===== src/rtl/elp_pkg.sv =====
package elp_pkg;
    // lane display state
    typedef enum logic {
        LN_EMPTY = 1'b0,
        LN_HOLD  = 1'b1
    } lane_st_t;

    localparam int SMP_W_DEF    = 10;
    localparam int DATA_LEN_DEF = 64;
    localparam int SYNC_LEN_DEF = 896;
    localparam int WSEL_W_DEF   = 6;
endpackage


===== src/rtl/elp_lane.sv =====
module elp_lane
    import elp_pkg::*;
#(
    parameter int SMP_W     = SMP_W_DEF,
    parameter int LEN       = DATA_LEN_DEF,
    parameter bit USE_WALSH = 1'b0,
    parameter int WSEL_W    = WSEL_W_DEF,
    parameter int ACC_W     = 20
) (
    input  logic                    clk,
    input  logic                    rst,
    input  logic                    stb,
    input  logic signed [SMP_W-1:0] smp,
    input  logic                    pn,
    input  logic [WSEL_W-1:0]       wsel,
    output logic signed [ACC_W-1:0] sum,
    output logic                    vld,
    output lane_st_t                st
);
    localparam int CNT_W = $clog2(LEN);
    localparam logic [CNT_W-1:0] LAST = CNT_W'(LEN - 1);

    logic [CNT_W-1:0]        idx;
    logic                    code;
    logic                    close;
    logic                    sel;
    logic signed [ACC_W-1:0] bank [2];
    logic signed [ACC_W-1:0] ext;
    logic signed [ACC_W-1:0] term;
    lane_st_t                st_nx;

    // code chip: PN alone or PN combined with a Walsh chip
    generate
        if (USE_WALSH) begin : g_walsh
            assign code = pn ^ (^(wsel & idx[WSEL_W-1:0]));
        end else begin : g_pn
            logic unused_wsel;
            assign unused_wsel = ^wsel;
            assign code = pn;
        end
    endgenerate

    assign ext   = {{(ACC_W-SMP_W){smp[SMP_W-1]}}, smp};
    assign term  = code ? -ext : ext;
    assign close = stb && (idx == LAST);

    // next state
    always_comb begin
        st_nx = st;
        unique case (st)
            LN_EMPTY: st_nx = close ? LN_HOLD : LN_EMPTY;
            LN_HOLD:  st_nx = LN_HOLD;
        endcase
    end

    // state register
    always_ff @(posedge clk) begin
        if (rst) st <= LN_EMPTY;
        else     st <= st_nx;
    end

    // banks, index, pulse
    always_ff @(posedge clk) begin
        if (rst) begin
            bank[0] <= '0;
            bank[1] <= '0;
            sel     <= 1'b0;
            idx     <= '0;
            vld     <= 1'b0;
        end else begin
            vld <= close;
            if (stb) begin
                bank[sel] <= bank[sel] + term;
                if (close) begin
                    bank[~sel] <= '0;
                    sel        <= ~sel;
                    idx        <= '0;
                end else begin
                    idx <= idx + CNT_W'(1);
                end
            end
        end
    end

    assign sum = bank[~sel];
endmodule


===== src/rtl/elp_despreader.sv =====
module elp_despreader
    import elp_pkg::*;
#(
    parameter int SMP_W    = SMP_W_DEF,
    parameter int DATA_LEN = DATA_LEN_DEF,
    parameter int SYNC_LEN = SYNC_LEN_DEF,
    parameter int WSEL_W   = WSEL_W_DEF,
    parameter int ACC_W    = SMP_W + $clog2(SYNC_LEN)
) (
    input  logic                    clk,
    input  logic                    rst,
    input  logic signed [SMP_W-1:0] smp_in,
    input  logic                    stb_early,
    input  logic                    stb_data,
    input  logic                    stb_late,
    input  logic                    pn_chip,
    input  logic [WSEL_W-1:0]       walsh_sel,
    output logic signed [ACC_W-1:0] early_sum,
    output logic                    early_vld,
    output logic signed [ACC_W-1:0] data_sum,
    output logic                    data_vld,
    output logic                    data_bit,
    output logic signed [ACC_W-1:0] late_sum,
    output logic                    late_vld
);
    lane_st_t st_e, st_d, st_l;

    elp_lane #(.SMP_W(SMP_W), .LEN(SYNC_LEN), .USE_WALSH(1'b0),
               .WSEL_W(WSEL_W), .ACC_W(ACC_W)) u_early (
        .clk(clk), .rst(rst), .stb(stb_early), .smp(smp_in), .pn(pn_chip),
        .wsel(walsh_sel), .sum(early_sum), .vld(early_vld), .st(st_e));

    elp_lane #(.SMP_W(SMP_W), .LEN(DATA_LEN), .USE_WALSH(1'b1),
               .WSEL_W(WSEL_W), .ACC_W(ACC_W)) u_data (
        .clk(clk), .rst(rst), .stb(stb_data), .smp(smp_in), .pn(pn_chip),
        .wsel(walsh_sel), .sum(data_sum), .vld(data_vld), .st(st_d));

    elp_lane #(.SMP_W(SMP_W), .LEN(SYNC_LEN), .USE_WALSH(1'b0),
               .WSEL_W(WSEL_W), .ACC_W(ACC_W)) u_late (
        .clk(clk), .rst(rst), .stb(stb_late), .smp(smp_in), .pn(pn_chip),
        .wsel(walsh_sel), .sum(late_sum), .vld(late_vld), .st(st_l));

    logic unused_st;
    assign unused_st = (st_e == LN_HOLD) ^ (st_l == LN_HOLD);

    // slicer: sign of the displayed data sum, quiet until the first close
    always_comb begin
        unique case (st_d)
            LN_EMPTY: data_bit = 1'b0;
            LN_HOLD:  data_bit = ~data_sum[ACC_W-1];
        endcase
    end
endmodule


===== config.mk =====
export PLATFORM = sky130hd
export DESIGN_NAME = elp_despreader
export DESIGN_NICKNAME = d
export VERILOG_FILES = /design/src/rtl/elp_pkg.sv /design/src/rtl/elp_lane.sv /design/src/rtl/elp_despreader.sv
export SDC_FILE = /design/constraint.sdc
export NUM_CORES = 1
export LEC_CHECK = 0
export BUFFER_PORTS_ARGS = -buffer_cell sky130_fd_sc_hd__buf_4
export CAP_MARGIN = 40
export CORE_MARGIN = 1.5
export CORE_UTILIZATION = 40
export CTS_CLUSTER_SIZE = 10
export DETAILED_ROUTE_END_ITERATION = 6
export MAX_ROUTING_LAYER = met4
export PLACE_DENSITY = 0.57
export SYNTH_ARGS = -nofsm -noshare
export SYNTH_HDL_FRONTEND = slang
export SYNTH_SLANG_ARGS = --single-unit

===== constraint.sdc =====
create_clock -name clk -period 8.2 [get_ports clk]
set_input_delay 0.41 -clock clk [delete_from_list [all_inputs] [get_ports clk]]
set_output_delay 0.41 -clock clk [all_outputs]
set_load 0.02 [all_outputs]

==> results of run 1 <==
==> cells by family after synthesis <==
group	count (synthesis)	share of synthesized area (%)
AOI/OAI and AO/OA	297	17.17
muxes	137	14.72
buffers and inverters	92	3.362
DFF	156	29.97
and+or+nand+nor	419	18.97
adders and majority gates	65	8.020
xor gates and xnor gates	91	7.792
==> stage by stage <==
stage | area (sq um) | hold slack [ps] | power [mW] | setup WS [ps] | util (%)
global route | 12010 | 320.8 | 3.090 | 3814 | 47.29
CTS | 12010 | 301.0 | 2.908 | 4193 | 47.29
global placement | 11340 | 453.1 | 2.056 | 3877 | 44.65
floorplan | 10420 | 432.1 | 1.806 | 4310 | -
detailed placement | 11400 | 460.5 | 2.059 | 3753 | 44.89
finish | 12010 | 312.0 | 2.902 | 4178 | 47.29
==> layout by cell type, fill, tap and decap left out, types with 7 or more instances in the layout <==
master	n
ha_1	62
nor3_1	8
a211oi_1	9
nor2_1	123
xor2_1	37
dfxtp_1	156
o21ai_0	54
nor2b_1	8
nand2_1	110
nand2b_1	12
mux2i_1	16
a21oi_1	141
inv_1	24
a31oi_1	11
mux2_2	120
and3_1	51
o21ai_1	7
xnor2_1	52
a21o_1	18
clkbuf_16	17
nand4_1	11
buf_4	99
nand3_1	64
==> worst reg2reg max path: cells and delay by family (launching register included) <==
family / cells / cell delay (ps)
AND/OR/NAND/NOR: 1 / 200
multiplexers: 1 / 350
flip-flops: 1 / 710
AO/OA/AOI/OAI: 6 / 1430
buffers and inverters: 1 / 230
adder cells (fa/ha/maj): 2 / 620
XOR/XNOR: 1 / 270
==> Yosys cell counts, drive strengths merged (26+ instances only) <==
cell | count | area (sq um)
nor2 | 124 | 468.0
nand2 | 110 | 412.9
dfxtp | 156 | 3123
clkbuf | 51 | 191.4
xor2 | 37 | 324.1
inv | 26 | 97.59
xnor2 | 54 | 488.0
nand3 | 64 | 320.3
a21oi | 141 | 705.7
mux2 | 120 | 1351
ha | 62 | 775.7
and3 | 51 | 319.1
o21ai | 61 | 305.3
==> metal layers <==
layer / track usage, % / share of wire, % / up-vias
li1: - / - / 4618
met2: 33.70 / 43 / 167
met3: 3.993 / 4.0 / 22
met5: - / 0 / -
met1: 31.49 / 51 / 4343
met4: 4.750 / 1.1 / 0
==> final cells by class <==
type	instances	area, sq um	area share (%)
inverter	27	101.3	0.8438
timing repair buffer	103	789.5	6.574
clock buffer	20	446.7	3.719
multi-input combinational	1009	6974	58.07
clock inverter	12	162.7	1.354
tap	330	412.9	3.438
sequential	156	3123	26.00
==> worst min path at each step <==
stage	start	end	slack, ps	cells past startpoint
5_1_grt	stb_late	u_late.idx[1]	320	3
3_3_place_gp	u_data.st	u_data.st	450	2
3_5_place_dp	u_data.st	u_data.st	460	2
2_1_floorplan	u_data.st	u_data.st	430	2
6_report	stb_late	u_late.idx[1]	310	3
4_1_cts	stb_late	u_late.idx[1]	300	3
==> registers in the layout, summed over array words and instances (netlist names), named ones only <==
name,flops
u_late.bank,40
u_early.vld,1
u_late.idx,10
u_early.idx,10
u_data.vld,1
u_late.vld,1
u_early.sel,1
u_data.idx,6
u_late.sel,1
u_early.bank,40
u_data.st,1
u_data.bank,40
u_data.sel,1
==> power by group through the flow <==
| stage | clock, mW | combinational (mW) | sequential (mW) |
|---|---|---|---|
| after detailed placement | 0 | 1.13 | 0.926 |
| after floorplan | 0 | 0.900 | 0.907 |
| final | 0.837 | 1.15 | 0.912 |
| after global routing | 0.884 | 1.28 | 0.924 |
| after CTS | 0.853 | 1.15 | 0.910 |
| after global placement | 0 | 1.13 | 0.924 |
==> reports/qor.csv, run 1 <==
metric,value,unit
fp.coreArea,25400,sq um
finalCriticalPeriod,4022,ps
worst_clock_skew,9.211,ps
post_cts_buffers,0,
rows,58,
synth-seq-area-share,29.97,%
syn2layout_area_growth,15.25,%
path_class,in2reg,
r2r-end,u_late.bank[0][18],
grt_pass1_vias,8632,
fillers,2541,
max-slew-margin-rel,40.44,%
critPathLaunch,smp_in[0],
ys_ff_latch,156,
wl,29100,um
max-cap-violations,0,
path_delay_family,compound AO/OA/AOI/OAI gates,
arrival,4310,ps
overflow,0,
gp_congestion,0.8845,
synthesis.nets,1344,
reg2reg_depth,12,
min_period_over_period,49.05,%
dr.first_iter.drc_count,662,
slowest_delay,440,ps
synth_area_per_cell,8.291,sq um
die-width,164.4,um
ys_types,68,
path_clk_slew,60,ps
place_inst,1625,
port-buffer-count,85,
drive_gt1_share,20.35,%
grt_setup_unrepaired,false,
p_sw,1.072,mW
grt_max_degree,51,
vias,9150,
drcViolationCount,0,
die_h,164.4,um
clock_latency,430,ps
power_density,241.6,nW/um^2
holdCritPathClass,in2reg,
io_pins,86,
antennaDiodeCount,0,
swShare,36.94,%
worstMarginPinSlew,888.5,ps
yosysWarnings,0,
track_usage,22.46,%
end_kind,register,
path_cells,"buf_4, inv_1, ha_1, nand2_1, or3_1, or3_1, nor2_1, nor2_1, nand2_1, o21ai_0, ha_1, a21o_1, a21o_1, a221o_1, a31o_1, a2111oi_0, o21bai_1, xnor2_1, o21ai_1",
critPathCapture,u_late.bank[0][19],
dieArea,27030,sq um
crit_path_max_fanout,6,
final_cells,1657,
synth_ff_type,dfxtp_1,
initial_core_util,41.03,%
totalNegativeSetupSlack,0,ps
synth_area,10420,sq um
drt-vias-per-instance,5.522,
crit_path_start_kind,input pin,
synth_edf_count,0,
antenna_found_initial,0,
cp_num_cells,19,
drv_slew,0,
clkPwrFrac,28.8,%
p_comb_share,39.7,%
cts_resized,0,
clock_sinks,156,
cts_max_path_buffers,2,
setup_viol,0,
firstDrtPassIters,5,
timing.fmax,248.6,MHz
hpwl,20530,um
cts_tree,done,
grt_pass1_wl,46220,um
async_reset_ff_share,0,%
wl_per_cell,17.56,um
cts-buffers-inserted,17,
p_int,1.830,mW
cts-root-buf,clkbuf_16,
synth_cells,1257,
finalNetCount,1401,
critPathBufInv,2,
hold_buffers,0,
r2r_slack,4260,ps
critPathSlowestCell,a2111oi_0,
cp.required,8490,ps
leakagePower,5.253,nW
hold_violations,0,
seqPwrFrac,31.4,%
outcome,"complete, no violations",
ir_drop,122.3,uV
htreeDepth,4,
ant_nets,0,
Note: power is estimated with default switching activity, not from simulation.
==> inputs of run 2 (changes only) <==
clock period = 4.2 ns   (was 8.2 ns; I/O delays follow)
==> reports/qor.csv, run 2 (same netlist as run 1, synthesis figures left out) <==
metric,value,unit,change
clock_latency,440,ps,about the same
fp.coreArea,25400,sq um,unchanged
drt-vias-per-instance,5.517,,about the same
vias,9214,,+0.70%
reg_top3,"u_data.bank (40), u_early.bank (40), u_late.bank (40)",,
min_to,u_late.idx[1],,
seq_area,3123,sq um,unchanged
antennaDiodeCount,0,,unchanged
path_clk_slew,70,ps,about the same
port-buffer-count,85,,unchanged
hpwl,20790,um,+1.3%
antenna_found_initial,0,,unchanged
ant_nets,0,,unchanged
grt_max_degree,61,,+20%
r2r-end,u_data.bank[0][19],,
critPathSlowestCell,a2111oi_4,,
gp_congestion,0.8895,,+0.57%
r2r_slack,400,ps,-3860 ps
min_period_over_period,90.55,%,
worst_clock_skew,10.92,ps,+1.712 ps
crit_path_max_fanout,19,,+13
reg2reg_depth,15,,+3
cts_tree,done,,
grt_setup_unrepaired,false,,
r2r-start,u_data.idx[1],,
leakagePower,5.305,nW,+0.99%
fillers,2469,,-2.8%
place_inst,1638,,+0.80%
hold_buffers,0,,unchanged
cts_max_path_buffers,2,,unchanged
cts-root-buf,clkbuf_16,,
timing.fmax,262.9,MHz,
min-delay-start,stb_late,,
cp.required,4500,ps,-3990 ps
arrival,4100,ps,-210 ps
htreeDepth,4,,unchanged
ir_drop,211.0,uV,+73%
grt_pass1_wl,47090,um,+1.9%
dieArea,27030,sq um,unchanged
final_common_cell,dfxtp_1,,
slowest_delay,430,ps,about the same
path_cells,"nand2_1, xnor2_1, xnor2_1, xnor2_2, buf_6, mux2i_1, ha_1, a21oi_1, a21oi_1, a311oi_1, nor2_1, a2111oi_4, a21oi_1, xnor2_1, o32ai_1",,
finalCriticalPeriod,3803,ps,
multi_input_area,6980,sq um,about the same
end_kind,register,,
drv_slew,0,,unchanged
max-cap-violations,0,,unchanged
syn2layout_area_growth,15.75,%,
grt_pass1_vias,8763,,+1.5%
setup_viol,0,,unchanged
dr.first_iter.drc_count,648,,-2.1%
final_cells,1670,,+0.78%
rows,58,,unchanged
firstDrtPassIters,5,,unchanged
outcome,"complete, no violations",,
drcViolationCount,0,,unchanged
hold_depth,3,,unchanged
clock_sinks,156,,unchanged
die-width,164.4,um,unchanged
initial_core_util,41.03,%,unchanged
path_class,reg2reg,,
die_h,164.4,um,unchanged
max-slew-margin-rel,43.92,%,+3.5 points
overflow,0,,unchanged
finalNetCount,1414,,+0.93%
wl_per_cell,17.45,um,-0.62%
critPathBufInv,1,,-1
power_density,463.9,nW/um^2,+92%
whs,107.5,ps,-204.5 ps
worstMarginPinSlew,841.2,ps,-47.29 ps
cts-buffers-inserted,17,,unchanged
wl,29140,um,+0.15%
totalNegativeSetupSlack,0,ps,unchanged
drive_gt1_share,21.27,%,+0.92 points
io_pins,86,,unchanged
track_usage,22.84,%,+0.39 points
path_delay_family,compound AO/OA/AOI/OAI gates,,
layout_common_cells,"156 x dfxtp_1, 141 x a21oi_1, 123 x nor2_1",,
holdCritPathClass,in2reg,,
hold_violations,0,,unchanged
crit_path_start_kind,register,,
[run 2: cell types whose count changed in the layout (fill, tap and decap cells not counted), sizes merged]
cell      change
bufinv        -2
buf          +13
clkinvlp      +1
clkinv        -1
clkbuf        -2
inv           +4
[run 2: worst max-delay path by stage]
stage / slack, ps / from / end / depth (start not counted)
final: 400 / u_data.idx[1] / u_data.bank[0][19] / 15
after global routing: 60 / u_data.idx[1] / u_data.bank[0][19] / 15
after CTS: 370 / u_data.idx[2] / u_data.bank[0][19] / 15
after detailed placement: 120 / smp_in[0] / u_late.bank[1][19] / 19
after global placement: 140 / u_data.idx[2] / u_data.bank[0][19] / 13
after floorplan: 460 / u_data.idx[0] / u_data.bank[0][19] / 14
[run 2: power breakdown]
part           internal [mW]  switching (mW)
combinational          0.965            1.32
sequential              1.66           0.119
clock                  0.844           0.681
[run 2: final cells by class]
type                    instances  share of cell area, %
clock buffers                  18                  3.641
clock inverters                14                  1.110
inverters                      27                 0.8402
multi-input cells            1009                  57.87
flip-flops and latches        156                  25.89
well taps                     330                  3.423
repair buffers                116                  7.230
[run 2: worst reg2reg max path: stages, from the launching register on]
cell	delay, ps
dfxtp_1	380
nand2_1	80
xnor2_1	130
xnor2_1	240
xnor2_2	170
buf_6	220
mux2i_1	340
ha_1	350
a21oi_1	240
a21oi_1	110
a311oi_1	320
nor2_1	130
a2111oi_4	430
a21oi_1	140
xnor2_1	250
o32ai_1	140
[run 2: repair_timing]
item,4_1_cts,5_1_grt
endpoints found under the hold margin,0,0
buffers inserted,0,0
gates resized for setup,0,1
endpoints found under the setup margin,0,1
[run 2: per-stage QoR]
stage	cell area, sq um	power [mW]	util, %	setup WS, ps
after global placement	11440	4.037	45.03	136.1
after global routing	12060	5.982	47.49	55.10
after floorplan	10420	3.526	-	460.3
final	12060	5.596	47.49	396.8
after CTS	12050	5.606	47.44	368.9
after detailed placement	11480	4.052	45.19	115.5
[run 2: layer usage]
metal  share of wire (%)  global-route usage [%]
met1                  51                   31.98
met2                  44                   34.98
met3                 3.9                   2.963
met4                 1.1                   5.283
met5                   0                       -
